<file path="src/rtl/sbg_pkg.sv">
package sbg_pkg;

   // Reason attached to a request: free to speculate, or which source forces it to wait
   typedef enum logic [1:0] {
      GATE_FREE      = 2'd0,
      GATE_WAIT_CTL  = 2'd1,
      GATE_WAIT_SEC  = 2'd2,
      GATE_WAIT_PRED = 2'd3
   } gate_why_e;

endpackage

</file>
<file path="src/rtl/sbg_store_table.sv">
module sbg_store_table #(
   parameter int SQ_N = 8
) (
   input  logic                    clk,
   input  logic                    rst_n,
   input  logic                    alloc_v,
   input  logic [$clog2(SQ_N)-1:0] alloc_idx,
   input  logic                    res_v,
   input  logic [$clog2(SQ_N)-1:0] res_idx,
   input  logic                    ret_v,
   input  logic [$clog2(SQ_N)-1:0] ret_idx,
   output logic [SQ_N-1:0]         st_valid,
   output logic [SQ_N-1:0]         st_known,
   output logic [SQ_N-1:0]         ret_mask
);

   for (genvar s = 0; s < SQ_N; s++) begin : g_ent
      localparam logic [$clog2(SQ_N)-1:0] MY = s[$clog2(SQ_N)-1:0];

      assign ret_mask[s] = ret_v && (ret_idx == MY);

      always_ff @(posedge clk) begin
         if (!rst_n) begin
            st_valid[s] <= 1'b0;
            st_known[s] <= 1'b0;
         end else if (ret_mask[s]) begin
            st_valid[s] <= 1'b0;
            st_known[s] <= 1'b0;
         end else if (alloc_v && alloc_idx == MY) begin
            st_valid[s] <= 1'b1;
            st_known[s] <= 1'b0;
         end else if (res_v && res_idx == MY) begin
            st_known[s] <= 1'b1;
         end
      end
   end

endmodule

</file>
<file path="src/rtl/sbg_alias_match.sv">
module sbg_alias_match #(
   parameter int LD_N = 4,
   parameter int AW   = 32,
   parameter int GRAN = 3
) (
   input  logic                   res_v,
   input  logic [AW-1:0]          res_addr,
   input  logic [LD_N-1:0]        live,
   input  logic [LD_N-1:0]        issued,
   input  logic [LD_N-1:0]        fire,
   input  logic [LD_N-1:0]        snap_hit,
   input  logic [LD_N-1:0][AW-1:0] laddr,
   input  logic [AW-1:0]          req_addr,
   output logic [LD_N-1:0]        hit
);

   localparam logic [AW-1:0] GMASK = ~((AW'(1) << GRAN) - AW'(1));

   logic [LD_N-1:0] old_eq;
   logic            new_eq;

   if (GRAN == 0) begin : g_exact
      assign new_eq = (req_addr == res_addr);
      for (genvar l = 0; l < LD_N; l++) begin : g_cmp
         assign old_eq[l] = (laddr[l] == res_addr);
      end
   end else begin : g_granule
      assign new_eq = ((req_addr ^ res_addr) & GMASK) == '0;
      for (genvar l = 0; l < LD_N; l++) begin : g_cmp
         assign old_eq[l] = ((laddr[l] ^ res_addr) & GMASK) == '0;
      end
   end

   for (genvar l = 0; l < LD_N; l++) begin : g_hit
      assign hit[l] = res_v && snap_hit[l] && live[l] &&
                      ((issued[l] && old_eq[l]) || (fire[l] && new_eq));
   end

endmodule

</file>
<file path="src/rtl/sbg_replay_pick.sv">
module sbg_replay_pick #(
   parameter int LD_N = 4
) (
   input  logic [LD_N-1:0]         pend,
   output logic                    valid,
   output logic [$clog2(LD_N)-1:0] idx,
   output logic [LD_N-1:0]         clr
);

   localparam int LIW = $clog2(LD_N);

   always_comb begin
      valid = |pend;
      idx   = '0;
      for (int i = LD_N - 1; i >= 0; i--) begin
         if (pend[i]) idx = LIW'(i);
      end
      clr = '0;
      if (valid) clr[idx] = 1'b1;
   end

endmodule

</file>
<file path="src/rtl/spec_load_gate.sv">
module spec_load_gate #(
   parameter int SQ_N = 8,
   parameter int LD_N = 4,
   parameter int AW   = 32,
   parameter int GRAN = 3
) (
   input  logic                    clk,
   input  logic                    rst_n,
   input  logic                    ctl_we,
   input  logic                    ctl_wd,
   input  logic                    secure_mode,
   input  logic                    st_alloc_v,
   input  logic [$clog2(SQ_N)-1:0] st_alloc_idx,
   input  logic                    st_res_v,
   input  logic [$clog2(SQ_N)-1:0] st_res_idx,
   input  logic [AW-1:0]           st_res_addr,
   input  logic                    st_ret_v,
   input  logic [$clog2(SQ_N)-1:0] st_ret_idx,
   input  logic                    ld_disp_v,
   input  logic [$clog2(LD_N)-1:0] ld_disp_slot,
   input  logic                    ld_req_v,
   input  logic [$clog2(LD_N)-1:0] ld_req_slot,
   input  logic [AW-1:0]           ld_req_addr,
   input  logic                    ld_free_v,
   input  logic [$clog2(LD_N)-1:0] ld_free_slot,
   output logic                    issue_ok,
   output logic                    replay_v,
   output logic [$clog2(LD_N)-1:0] replay_slot
);
   import sbg_pkg::*;

   localparam int LIW = $clog2(LD_N);

   if (SQ_N < 2 || LD_N < 2) begin : g_bad_size
      $error("spec_load_gate: SQ_N and LD_N must both be at least 2");
   end
   if (GRAN >= AW) begin : g_bad_gran
      $error("spec_load_gate: GRAN must be below AW");
   end

   // Mitigation control bit
   logic ctl_q;
   always_ff @(posedge clk) begin
      if (!rst_n)      ctl_q <= 1'b0;
      else if (ctl_we) ctl_q <= ctl_wd;
   end

   // Store table
   logic [SQ_N-1:0] st_valid, st_known, ret_mask;
   sbg_store_table #(.SQ_N(SQ_N)) u_st (
      .clk(clk), .rst_n(rst_n),
      .alloc_v(st_alloc_v), .alloc_idx(st_alloc_idx),
      .res_v(st_res_v), .res_idx(st_res_idx),
      .ret_v(st_ret_v), .ret_idx(st_ret_idx),
      .st_valid(st_valid), .st_known(st_known), .ret_mask(ret_mask)
   );

   // Load slot state
   logic [LD_N-1:0]           live_q, issued_q, pred_q, pend_q;
   logic [LD_N-1:0][SQ_N-1:0] snap_q;
   logic [LD_N-1:0][AW-1:0]   laddr_q;

   logic [LD_N-1:0] unres, snap_hit, fire, hit, clr;
   logic            unres_sel;
   gate_why_e       why;

   for (genvar l = 0; l < LD_N; l++) begin : g_unres
      assign unres[l]    = |(snap_q[l] & st_valid & ~st_known);
      assign snap_hit[l] = snap_q[l][st_res_idx];
   end

   assign unres_sel = unres[ld_req_slot];

   always_comb begin
      if (secure_mode)              why = GATE_WAIT_SEC;
      else if (ctl_q)               why = GATE_WAIT_CTL;
      else if (pred_q[ld_req_slot]) why = GATE_WAIT_PRED;
      else                          why = GATE_FREE;
   end

   assign issue_ok = ld_req_v && live_q[ld_req_slot] && !issued_q[ld_req_slot] &&
                     (why == GATE_FREE || !unres_sel);

   for (genvar l = 0; l < LD_N; l++) begin : g_fire
      assign fire[l] = issue_ok && (ld_req_slot == LIW'(l));
   end

   sbg_alias_match #(.LD_N(LD_N), .AW(AW), .GRAN(GRAN)) u_am (
      .res_v(st_res_v), .res_addr(st_res_addr),
      .live(live_q), .issued(issued_q), .fire(fire), .snap_hit(snap_hit),
      .laddr(laddr_q), .req_addr(ld_req_addr), .hit(hit)
   );

   sbg_replay_pick #(.LD_N(LD_N)) u_pk (
      .pend(pend_q), .valid(replay_v), .idx(replay_slot), .clr(clr)
   );

   for (genvar l = 0; l < LD_N; l++) begin : g_slot
      localparam logic [LIW-1:0] MY = LIW'(l);

      always_ff @(posedge clk) begin
         if (!rst_n) begin
            pred_q[l] <= 1'b0;
         end else if (clr[l]) begin
            pred_q[l] <= 1'b1;
         end
      end

      always_ff @(posedge clk) begin
         if (!rst_n) begin
            live_q[l]   <= 1'b0;
            issued_q[l] <= 1'b0;
            pend_q[l]   <= 1'b0;
            snap_q[l]   <= '0;
            laddr_q[l]  <= '0;
         end else if (ld_free_v && ld_free_slot == MY) begin
            live_q[l]   <= 1'b0;
            issued_q[l] <= 1'b0;
            pend_q[l]   <= 1'b0;
            snap_q[l]   <= '0;
         end else if (ld_disp_v && ld_disp_slot == MY) begin
            live_q[l]   <= 1'b1;
            issued_q[l] <= 1'b0;
            pend_q[l]   <= 1'b0;
            snap_q[l]   <= st_valid & ~ret_mask;
         end else begin
            snap_q[l] <= snap_q[l] & ~ret_mask;
            if (clr[l]) begin
               pend_q[l]   <= 1'b0;
               issued_q[l] <= 1'b0;
            end else begin
               if (fire[l]) begin
                  issued_q[l] <= 1'b1;
                  laddr_q[l]  <= ld_req_addr;
               end
               if (hit[l]) pend_q[l] <= 1'b1;
            end
         end
      end
   end

endmodule

</file>
<file path="config.mk">
export PLATFORM = sky130hd
export DESIGN_NAME = spec_load_gate
export DESIGN_NICKNAME = d
export VERILOG_FILES = /design/src/rtl/sbg_pkg.sv /design/src/rtl/sbg_store_table.sv /design/src/rtl/sbg_alias_match.sv /design/src/rtl/sbg_replay_pick.sv /design/src/rtl/spec_load_gate.sv
export SDC_FILE = /design/constraint.sdc
export NUM_CORES = 1
export LEC_CHECK = 0
export ABC_AREA = 1
export ABC_CLOCK_PERIOD_IN_PS = 7600
export BUFFER_PORTS_ARGS = -buffer_cell sky130_fd_sc_hd__clkbuf_2
export CAP_MARGIN = 20
export CORE_ASPECT_RATIO = 1.5
export CORE_MARGIN = 4
export CORE_UTILIZATION = 50
export CTS_CLUSTER_DIAMETER = 150
export DETAILED_ROUTE_END_ITERATION = 8
export PLACE_DENSITY_LB_ADDON = 0.15
export RECOVER_POWER = 100
export SYNTH_ARGS = -nofsm -noshare
export SYNTH_HDL_FRONTEND = slang
export SYNTH_SLANG_ARGS = --single-unit
</file>
<file path="constraint.sdc">
create_clock -name clk -period 7.6 [get_ports clk]
set_input_delay 2.28 -clock clk [delete_from_list [all_inputs] [get_ports clk]]
set_output_delay 2.28 -clock clk [all_outputs]
set_load 0.02 [all_outputs]
</file>
After elaboration in Yosys (flattened, before gate mapping)
Cells that the tools add are included.
- output and inout port bits: 4
- register bits after elaboration: 193
- bits of input ports: 90
- logic and storage cells: 250
- mux-type cells: 30
- reduce and logical (&&, ||, !) cells: 112
- bitwise logic cells: 33
- magnitude comparators: 4
- equal/unequal tests: 30
- operators by type and width (kind ; count):
    logical NOT 32 bit ; 5
    bitwise XOR 32 bit ; 5
    bitwise AND 8 bit ; 13
    logical AND 1 bit ; 60
    equality test 3 bit, second input constant ; 12
    two-way mux 8 bit ; 4
    OR reduction 8 bit ; 4
    OR reduction 2 bit ; 12
    OR reduction 3 bit ; 8
    OR reduction 4 bit ; 5
    equality test 3 x 2 -> 1 bit, second input constant ; 6
    NOT 8 bit ; 2
    AND reduction 4 bit ; 4
    two-way mux 2 bit ; 7
    NOT 1 bit ; 13
    binary-select mux 1 bit (select 3 bit) ; 4
    equality test 2 bit, second input constant ; 6
    equality test 3 x 1 -> 1 bit, second input constant ; 3
    logical NOT 3 bit ; 3
    two-way mux 1 bit ; 9
    binary-select mux 1 bit (select 2 bit) ; 4
    logical NOT 2 bit ; 4
    equality test 2 x 1 -> 1 bit, second input constant ; 3
    less-than comparator 2 x 3 -> 1 bit, second input constant ; 2
    other kinds (6) ; 11

Longest topological paths before layout
Gate-level depths: netlist of run 1.
- depth after elaboration: 12
- depth in mapped cells: 16
- depth with buffers taken out: 15

Cells and area by module
From an unflattened synthesis of run 1, not the netlist that was laid out.
- cell total of the unflattened synthesis: 1876
- area, all modules: 11187.0 um2
- modules (own cells, without submodules) (module ; cells each ; area each (um2) ; sequential area each (um2) ; times used):
    spec_load_gate ; 1220 ; 7906.3 ; 3543.4 ; 1
    sbg_alias_match ; 511 ; 2432.3 ; 0.0 ; 1
    sbg_store_table ; 132 ; 795.8 ; 320.3 ; 1
    sbg_replay_pick ; 13 ; 52.6 ; 0.0 ; 1

Worst setup path before layout of run 1
Ideal clock, no wire load.
- kind: input -> output
- from: input port ld_req_slot[1]
- to: output port issue_ok
- buffers on the path: 1
- path slack: 2018 ps
- data arrival time: 3302 ps
- stages: 12
- data required time: 5320 ps
- path through: inv_2 nand2_2 inv_2 o21ai_1 nor2_1 nand2_1 nor2_1 nor2_1 nand2_2 nand2_2 inv_2 buf_2
- cells in the longest elaborated chain, start to end: 8
- elaborated cells on any way between the ends: 18
- ends and longest elaborated chain (item ; line ; RTL):
    start: declaration ; spec_load_gate.sv:22 ; input logic [$clog2(LD_N)-1:0] ld_req_slot,
    binary-select mux 1 bit (select 2 bit) ; spec_load_gate.sv:77 ; else if (pred_q[ld_req_slot]) why = GATE_WAIT_PRED;
    two-way mux 1 bit (implied by the code) ; spec_load_gate.sv:77 ;
    two-way mux 2 bit ; spec_load_gate.sv:77 ;
    two-way mux 2 bit ; spec_load_gate.sv:76 ; else if (ctl_q) why = GATE_WAIT_CTL;
    two-way mux 2 bit ; spec_load_gate.sv:75 ; if (secure_mode) why = GATE_WAIT_SEC;
    logical NOT 2 bit ; spec_load_gate.sv:82 ; (why == GATE_FREE || !unres_sel);
    logical OR 1 bit ; spec_load_gate.sv:82 ;
    logical AND 1 bit (*) ; spec_load_gate.sv:81 ; assign issue_ok = ld_req_v && live_q[ld_req_slot] && !issued_q[ld_req_slot] &&
    end: declaration ; spec_load_gate.sv:26 ; output logic issue_ok,
Mark *: on every way between the ends. The rest lies on a longest branch, timed or not. The select of a mux whose other input is x is not followed.

Worst setup path in the final report of run 1
- from: input port rst_n
- to: register laddr_q[7] (netlist bit)
- RTL lines (item ; line ; RTL):
    start: declaration ; spec_load_gate.sv:8 ; input logic rst_n,
    end signal: indexed assignment ; spec_load_gate.sv:134 ; laddr_q[l] <= ld_req_addr;
    end: declaration ; spec_load_gate.sv:61 ; logic [LD_N-1:0][AW-1:0] laddr_q;
No word-level cell between the ends.

==> results.yml, run 1 <==
worst_setup_path:
  cp_top_family: "buffers and inverters"
  cp.buffers_inverters: 4
  cp_max_fo: 68
  cp_data_arrival_time_ns: 6.88
  startpoint_type: "input port"
  worstRegToRegCells: 15
  critPathMostFrequentCell: "clkbuf_2"
  setup.worst_path.class: "input port to flip-flop"
  critPathSlowestCell: "clkbuf_1"
  endpoint_kind: "flip-flop"
  crit_required_ns: 7.94
  r2r_start: "u_st.st_valid[3]$_SDFFE_PP0P_"
  path_cells: "clkbuf_2 -> clkbuf_1 -> inv_1 -> clkbuf_2 -> a21oi_1"
  crit_path_max_incr_delay_ns: 2.02
  r2r_end: "laddr_q[106]$_SDFFE_PN0P_"
  rrSetupSlack_ns: 3.16
placed_design:
  gp_congestion: 0.968
  dp_hpwl_um: 22100
  io_buffers: 87
  dpl_worst_slack_ns: 1.49
  dpl_cell_area_sq_um: 10400
sta:
  clock_skew_ns: 0.0125
  fin_setup_tns_ns: 0
  max_slew_margin_pct: -91.5
  worst_slew_pin_slew_ns: 2.87
  rsz0062_at_grt: "false"
  timing.final.ws_setup_ns: 1.06
  setup_viol: 0
  hold_viol_final: 0
  fmax_mhz: 153
  holdWs_ns: 0.462
  slew_viol_final: 100
  finalCriticalPeriod_ns: 6.54
  post-route-period-util_pct: 86.1
floorplan:
  dieHeight_um: 180
  rows: 62
  core_area_sq_um: 19200
  die_x_um: 122
  die_area_sq_um: 22000
  start_util_pct: 51.0
  ios: 94
global_routing:
  groute.usage.overall_pct: 27.9
  antenna_found_initial: 0
  grt_pass1_vias: 9589
  grt_max_degree: 69
  grt_pass1_wl_um: 48500
  overflow: 0
yosys:
  synth_seq_cells: 181
  syn-num-nets: 1635
  synth_edf_count: 0
  synthFlopType: "dfxtp_1"
  async_reset_ff_share_pct: 0
  synth_cells: 1545
  netlist_area_sq_um: 9810
  syn_avg_cell_area_sq_um: 6.35
  yosys.cell_types.count: 39
  ys_warn_count: 0
  ys_seq_area_share_pct: 36.9
min_path:
  worstHoldStart: "laddr_q[17]$_SDFFE_PN0P_"
  hold_path_class: "flip-flop to flip-flop"
  holdPathStages: 2
  holdPathEnd: "laddr_q[17]$_SDFFE_PN0P_"
layout:
  n_fill_cell: 2005
  antennaDiodeCount: 0
  fin_area_sq_um: 11000
  post-route-util_pct: 57.2
  fin_nets: 1690
  area_delta_synth_final_pct: 12.3
  drive_gt1_share_pct: 9.18
power_and_ir_drop:
  peakVddDrop_v: 0.000149
  power_leakage_nw: 4.79
  p_per_area_nw_per_um2: 197
route:
  ant_nets: 0
  wl_um: 30500
  drtPass1Iterations: 8
  vias: 10000
  drc: 0
  wl_per_cell_um: 16.3
  via_per_inst: 5.37
  drt_iter0_drc: 695
run_status:
  violations: "capacitance limit, slew limit"
  run_status: "complete, but fails checks"
cts:
  clock_latency_ns: 0.44
  htree_levels: 4
  cts_resized: 0
  cts_tree: "built"
  cts_hold_buf: 0
  cts-root-buf: "clkbuf_16"
  cts.sinks: 181
  clk_path_buf_depth: 2
  path_clk_slew_ns: 0.07
  cts_buffers: 17
  post-cts-setup-buffers: 0
run:
  max_cap_viol_count: 2
==> layout by cell type (no fill, tap or decap), drive strengths merged, types with 4 or more instances in the layout <==
cell,n
nand4,56
a211oi,17
clkinv,12
dfxtp,181
or2,10
xor2,27
nor4,5
a21oi,105
buf,7
nand3,128
xnor2,10
nor3,30
a31oi,11
bufinv,4
nor2,204
inv,164
nand2,476
a22o,5
o21ai,14
clkbuf,116
a22oi,9
o22ai,9
==> stage by stage <==
| step | std cells | total power, mW |
|---|---|---|
| final | 1868 | 2.17 |
| after global routing | 1868 | 2.25 |
| after CTS | 1866 | 2.18 |
| after detailed placement | 1835 | 1.20 |
| after global placement | 1835 | 1.20 |
| after floorplan | 1545 | 1.11 |
==> registers in the layout, indices dropped and copies added (netlist names) <==
name / count
laddr_q: 116
snap_q: 32
u_st.st_known: 8
u_st.st_valid: 8
issued_q: 4
live_q: 4
pend_q: 4
pred_q: 4
ctl_q: 1
==> worst max path at each step <==
stage                              start  slack [ns]                         to  cells past startpoint
after global routing               rst_n        0.66  laddr_q[113]$_SDFFE_PN0P_                      5
after detailed placement  ld_req_slot[1]        1.49                   issue_ok                     12
after floorplan           ld_req_slot[1]        2.02                   issue_ok                     12
final                              rst_n        1.06    laddr_q[7]$_SDFFE_PN0P_                      5
after global placement    ld_req_slot[0]        1.48                   issue_ok                     13
after CTS                 ld_req_slot[0]        1.48                   issue_ok                     13
==> cell usage after synthesis (10+ instances only) <==
library cell | count | share of area [%]
a211oi_1 | 17 | 1.3
a21oi_1 | 105 | 5.4
a31oi_1 | 11 | 0.70
buf_2 | 25 | 1.3
clkbuf_1 | 30 | 1.1
clkinv_1 | 10 | 0.38
dfxtp_1 | 181 | 37
inv_1 | 160 | 6.1
nand2_1 | 473 | 18
nand3_1 | 126 | 6.4
nand4_1 | 56 | 3.6
nor2_1 | 201 | 7.7
nor3_1 | 24 | 1.2
o21ai_0 | 11 | 0.56
or2_2 | 10 | 0.64
xnor2_1 | 10 | 0.89
xor2_1 | 27 | 2.4
==> cell type report <==
class	instances	area (sq um)	share of cell area, %
timing repair buffer	98	505	4.59
sequential	181	3620	32.9
inverter	174	653	5.93
multi-input combinational	1128	5250	47.6
tap	256	320	2.91
clock buffer	25	526	4.77
clock inverter	6	138	1.25
==> worst min-delay path, delay by kind of cell (launching register included) <==
family           cells  cell delay (ns)
AND/OR/NAND/NOR      1             0.06
flip-flops           1             0.31
AO/OA/AOI/OAI        1             0.05
==> routing by layer <==
layer | up-vias | part of all wire [%] | track usage, %
li1 | 5071 | - | -
met1 | 4574 | 38 | 29.4
met2 | 280 | 53 | 52.0
met3 | 105 | 3.9 | 3.77
met4 | 0 | 5.3 | 15.1
met5 | - | 0 | 0
==> kinds of logic after synthesis <==
family                 share of synthesized area (%)
buffers and inverters                           9.62
flip-flops                                      36.9
XOR/XNOR                                        3.30
AND/OR/NAND/NOR                                 39.7
AO/OA/AOI/OAI                                   10.5
==> where the power goes <==
part	total (mW)	internal, mW	switching [mW]
logic	0.214	0.0613	0.152
clock network	0.992	0.613	0.380
registers	0.967	0.958	0.00981
Power figures use the tool's default switching activity.
==> inputs of run 2 (changes only) <==
==> constraint.sdc (replaced) <==
create_clock -name clk -period 7.6 [get_ports clk]
set_input_delay 0.38 -clock clk [delete_from_list [all_inputs] [get_ports clk]]
set_output_delay 0.38 -clock clk [all_outputs]
set_load 0.02 [all_outputs]
==> results.yml, run 2 (same netlist as run 1, synthesis figures left out) <==
floorplan:
  dieHeight_um: 180
  die_x_um: 122
  ios: 94
  rows: 62
  start_util_pct: 51.0
  core_area_sq_um: 19200
  die_area_sq_um: 22000
worst_setup_path:
  worstRegToRegCells: 13
  cp_top_family: "simple AND/OR/NAND/NOR gates"
  startpoint_type: "input port"
  crit_path_max_incr_delay_ns: 1.56
  critPathSlowestCell: "nand3_1"
  crit_start: "ld_req_slot[1]"
  path_cells: "clkbuf_2 -> inv_1 -> nor2_1 -> o21ai_1 -> nor2_1 -> nand2_1 -> nand2_1 -> inv_1 -> nand2_1 -> nand2_1 -> inv_1 -> nand3_1 -> nand2_1 -> nand2_1 -> nor2_1"
  cp_data_arrival_time_ns: 5.42
  cp_max_fo: 46
  cp.depth: 15
  endpoint_kind: "flip-flop"
  setup.worst_path.class: "input port to flip-flop"
  cp.buffers_inverters: 4
  critPathMostFrequentCell: "nand2_1"
  crit_required_ns: 7.97
  r2r_start: "u_st.st_valid[3]$_SDFFE_PP0P_"
layout:
  final-seq-area_sq_um: 3620
  final_cell_mix: "475 x nand2_1, 202 x nor2_1, 181 x dfxtp_1, 161 x inv_1, 128 x nand3_1"
  post-route-util_pct: 56.7
  fin_nets: 1688
  multi_input_area_sq_um: 5230
  reg_top3: "laddr_q (116), snap_q (32)"
  antennaDiodeCount: 0
  largest_reg_flops: 116
  n_fill_cell: 2000
  drive_gt1_share_pct: 8.88
  top_register: "laddr_q"
  area_delta_synth_final_pct: 11.2
  final_common_cell: "nand2_1"
power_and_ir_drop:
  power_leakage_nw: 4.73
  seqPwrFrac_pct: 45.9
  p_comb_share_pct: 10.1
  switching_share_pct: 26.9
  p_per_area_nw_per_um2: 193
  p_total_mw: 2.11
  peakVddDrop_v: 0.000154
  p_int_mw: 1.54
  power.switching_mw: 0.567
  clkPwrFrac_pct: 44.0
sta:
  setup_viol: 0
  slew_viol_final: 182
  fin_setup_tns_ns: 0
  post-route-period-util_pct: 66.4
  timing.final.ws_setup_ns: 2.55
  hold_viol_final: 0
  rsz0062_at_grt: "false"
  worst_slew_pin_slew_ns: 2.97
  fmax_mhz: 198
  finalCriticalPeriod_ns: 5.05
  max_slew_margin_pct: -98.0
  clock_skew_ns: 0.0111
run:
  max_cap_viol_count: 5
global_routing:
  grt_pass1_wl_um: 47600
  overflow: 0
  grt_pass1_vias: 9318
  groute.usage.overall_pct: 27.3
  antenna_found_initial: 0
  grt_max_degree: 85
cts:
  cts.sinks: 181
  htree_levels: 4
  cts_hold_buf: 0
  post-cts-setup-buffers: 0
  cts_resized: 0
  cts_tree: "built"
  cts-root-buf: "clkbuf_16"
  cts_buffers: 17
  clock_latency_ns: 0.45
  path_clk_slew_ns: 0.06
  clk_path_buf_depth: 2
placed_design:
  dp_hpwl_um: 21600
  dpl_worst_slack_ns: 3.87
  gp_congestion: 0.965
  io_buffers: 87
route:
  vias: 9995
  wl_um: 30000
  ant_nets: 0
  via_per_inst: 5.36
  wl_per_cell_um: 16.1
  drc: 0
  drtPass1Iterations: 5
  drt_iter0_drc: 690
run_status:
  violations: "capacitance limit, slew limit"
  run_status: "complete, but fails checks"
min_path:
  holdPathStages: 2
  worstHoldStart: "ctl_we"
  hold_path_class: "input port to flip-flop"
run 2: changes by cell type in the layout (fill, tap and decap cells not counted), sizes merged:
| cell | before | now |
|---|---|---|
| inv | 164 | 167 |
| clkbuf | 116 | 109 |
| bufinv | 4 | 3 |
| buf | 7 | 5 |
| clkinvlp | 0 | 5 |
run 2: cell type report:
cell class	count	share of cell area (%)
Sequential cell	181	33.2
Clock inverter	13	1.59
Clock buffer	18	3.93
Tap cell	256	2.94
Multi-Input combinational cell	1128	47.9
Timing Repair Buffer	96	4.43
Inverter	174	5.99
run 2: path summary, 6_finish.rpt:
kind | slack, ns | end
max | 2.55 | laddr_q[68]$_SDFFE_PN0P_
min | 0.13 | ctl_q$_SDFFE_PN0P_
max reg2reg | 3.39 | laddr_q[68]$_SDFFE_PN0P_
min reg2reg | 0.47 | laddr_q[17]$_SDFFE_PN0P_
run 2: layer usage:
metal | up-vias | routed length (um) | GRT usage, %
met5 | - | 0 | 0
met4 | 0 | 1350 | 12.6
met3 | 84 | 1240 | 3.87
met2 | 298 | 16100 | 50.3
met1 | 4546 | 11300 | 30.1
li1 | 5067 | - | -
run 2: power groups by stage:
stage                     Combinational [mW]  Clock, mW  Sequential (mW)
final                                  0.212      0.927            0.967
after detailed placement               0.212          0            0.989
after floorplan                        0.126          0            0.983
after global routing                   0.236      0.975            0.968
after CTS                              0.213      0.937            0.967
after global placement                 0.210          0            0.988
run 2: stage by stage:
stage / instances / cell area, sq um / hold slack (ns)
after global placement: 1834 / 10300 / 0.449
final: 1866 / 10900 / 0.130
after detailed placement: 1834 / 10300 / 0.456
after global routing: 1866 / 10900 / 0.132
after floorplan: 1545 / 9810 / 0.434
after CTS: 1865 / 11000 / 0.120
==> inputs of run 3 (changes only) <==
--- a/config.mk
+++ b/config.mk
@@ -6,7 +6,7 @@
 export NUM_CORES = 1
 export LEC_CHECK = 0
 export ABC_AREA = 1
-export ABC_CLOCK_PERIOD_IN_PS = 7600
+export ABC_CLOCK_PERIOD_IN_PS = 4750
 export BUFFER_PORTS_ARGS = -buffer_cell sky130_fd_sc_hd__clkbuf_2
 export CAP_MARGIN = 20
 export CORE_ASPECT_RATIO = 1.5
==> constraint.sdc (replaced) <==
create_clock -name clk -period 4.75 [get_ports clk]
set_input_delay 0.2375 -clock clk [delete_from_list [all_inputs] [get_ports clk]]
set_output_delay 0.2375 -clock clk [all_outputs]
set_load 0.02 [all_outputs]
==> results.yml, run 3 (same netlist as run 1, synthesis figures left out) <==
run_status:
  run_status: "complete, but fails checks"
  violations: "capacitance limit, slew limit"
worst_setup_path:
  r2r_end: "laddr_q[113]$_SDFFE_PN0P_"
  cp.buffers_inverters: 2
  rrSetupSlack_ns: 1.46
  setup.worst_path.class: "flip-flop to flip-flop"
  worstRegToRegCells: 13
  startpoint_type: "flip-flop"
  crit_required_ns: 4.91
  cp_data_arrival_time_ns: 3.45
  r2r_start: "u_st.st_valid[4]$_SDFFE_PP0P_"
  crit_path_max_incr_delay_ns: 0.71
  cp_max_fo: 45
  critPathMostFrequentCell: "nand2_1"
  cp_top_family: "simple AND/OR/NAND/NOR gates"
  path_cells: "nand3_1 -> nand2_1 -> nor2_1 -> nand2_1 -> nor2_1 -> nor2_1 -> nand2_1 -> nand2_1 -> inv_1 -> nand3_1 -> buf_4 -> nand2_1 -> a21oi_1"
  critPathSlowestCell: "inv_1"
  endpoint_kind: "flip-flop"
sta:
  setup_viol: 0
  clock_skew_ns: 0.00707
  post-route-period-util_pct: 69.3
  worst_slew_pin_slew_ns: 3.53
  holdWs_ns: 0.0187
  finalCriticalPeriod_ns: 3.29
  hold_viol_final: 0
  timing.final.ws_setup_ns: 1.46
  slew_viol_final: 141
  rsz0062_at_grt: "false"
  fin_setup_tns_ns: 0
  fmax_mhz: 304
  max_slew_margin_pct: -135
route:
  drt_iter0_drc: 759
  drtPass1Iterations: 5
  wl_per_cell_um: 15.9
  drc: 0
  vias: 10100
  wl_um: 29700
  ant_nets: 0
  via_per_inst: 5.43
cts:
  cts_buffers: 17
  clk_path_buf_depth: 2
  path_clk_slew_ns: 0.07
  cts-root-buf: "clkbuf_16"
  htree_levels: 4
  clock_latency_ns: 0.43
  cts_tree: "built"
  cts.sinks: 181
placed_design:
  dpl_cell_area_sq_um: 10300
  dp_hpwl_um: 21600
  dpl_worst_slack_ns: 1.49
  gp_congestion: 0.981
  dp.cells: 1834
  io_buffers: 87
run:
  max_cap_viol_count: 3
floorplan:
  ios: 94
  start_util_pct: 51.0
  dieHeight_um: 180
  core_area_sq_um: 19200
  rows: 62
  die_x_um: 122
  die_area_sq_um: 22000
layout:
  fin_area_sq_um: 11000
  final_common_cell: "nand2_1"
  reg_top3: "laddr_q (116), snap_q (32)"
  largest_reg_flops: 116
  post-route-util_pct: 57.0
  drive_gt1_share_pct: 8.75
  antennaDiodeCount: 0
  fin_nets: 1689
  layoutNonFillerInstCount: 1867
  final_cell_mix: "475 x nand2_1, 201 x nor2_1, 181 x dfxtp_1, 161 x inv_1, 127 x nand3_1"
  top_register: "laddr_q"
  area_delta_synth_final_pct: 11.8
global_routing:
  groute.usage.overall_pct: 27.5
  grt_pass1_wl_um: 48200
  antenna_found_initial: 0
  grt_max_degree: 76
  grt_pass1_vias: 9464
  overflow: 0
power_and_ir_drop:
  p_total_mw: 3.38
  peakVddDrop_v: 0.000190
  p_per_area_nw_per_um2: 308
  power_leakage_nw: 4.76
min_path:
  holdPathStages: 3
  worstHoldStart: "ctl_wd"
  holdPathEnd: "ctl_q$_SDFFE_PN0P_"
  hold_path_class: "input port to flip-flop"
[run 3: worst max-delay path by stage]
stage | startpoint | to | depth (start not counted)
2_1_floorplan | u_st.st_valid[7]$_SDFFE_PP0P_ | laddr_q[60]$_SDFFE_PN0P_ | 15
3_3_place_gp | ld_req_slot[0] | laddr_q[61]$_SDFFE_PN0P_ | 16
3_5_place_dp | ld_req_slot[0] | laddr_q[60]$_SDFFE_PN0P_ | 16
4_1_cts | u_st.st_valid[3]$_SDFFE_PP0P_ | laddr_q[60]$_SDFFE_PN0P_ | 13
5_1_grt | u_st.st_valid[3]$_SDFFE_PP0P_ | laddr_q[113]$_SDFFE_PN0P_ | 13
6_report | u_st.st_valid[4]$_SDFFE_PP0P_ | laddr_q[113]$_SDFFE_PN0P_ | 13
[run 3: final cells by class]
cell class | instances | area [sq um]
multi-input cells | 1128 | 5230
repair buffers | 97 | 517
fillers | 2013 | 8270
well taps | 256 | 320
inverters | 174 | 653
clock buffers | 24 | 502
flip-flops and latches | 181 | 3620
clock inverters | 7 | 119
[run 3: worst reg2reg max path, cell delays in order, from the launching register on]
cell and delay, ns:
dfxtp_1 0.45, nand3_1 0.16, nand2_1 0.06, nor2_1 0.11, nand2_1 0.07, nor2_1 0.10
nor2_1 0.06, nand2_1 0.11, nand2_1 0.12, inv_1 0.71, nand3_1 0.45, buf_4 0.42
nand2_1 0.14, a21oi_1 0.06
[run 3: what timing repair did]
item	CTS	global route
setup buffers	0	0
gates resized for setup	0	0
hold buffers	1	0
hold endpoints to repair	1	0
[run 3: where the power goes]
part           internal [mW]  switching (mW)  leakage [nW]
sequential              1.53          0.0159          1.46
clock                  0.896           0.593         0.299
combinational         0.0973           0.241          3.00
[run 3: routing by layer]
metal | vias up | track usage [%] | share of wire [%]
met1 | 4661 | 29.5 | 37
met4 | 0 | 13.5 | 4.7
met3 | 87 | 3.74 | 4.5
met5 | - | 0 | 0
met2 | 317 | 51.3 | 54
li1 | 5070 | - | -
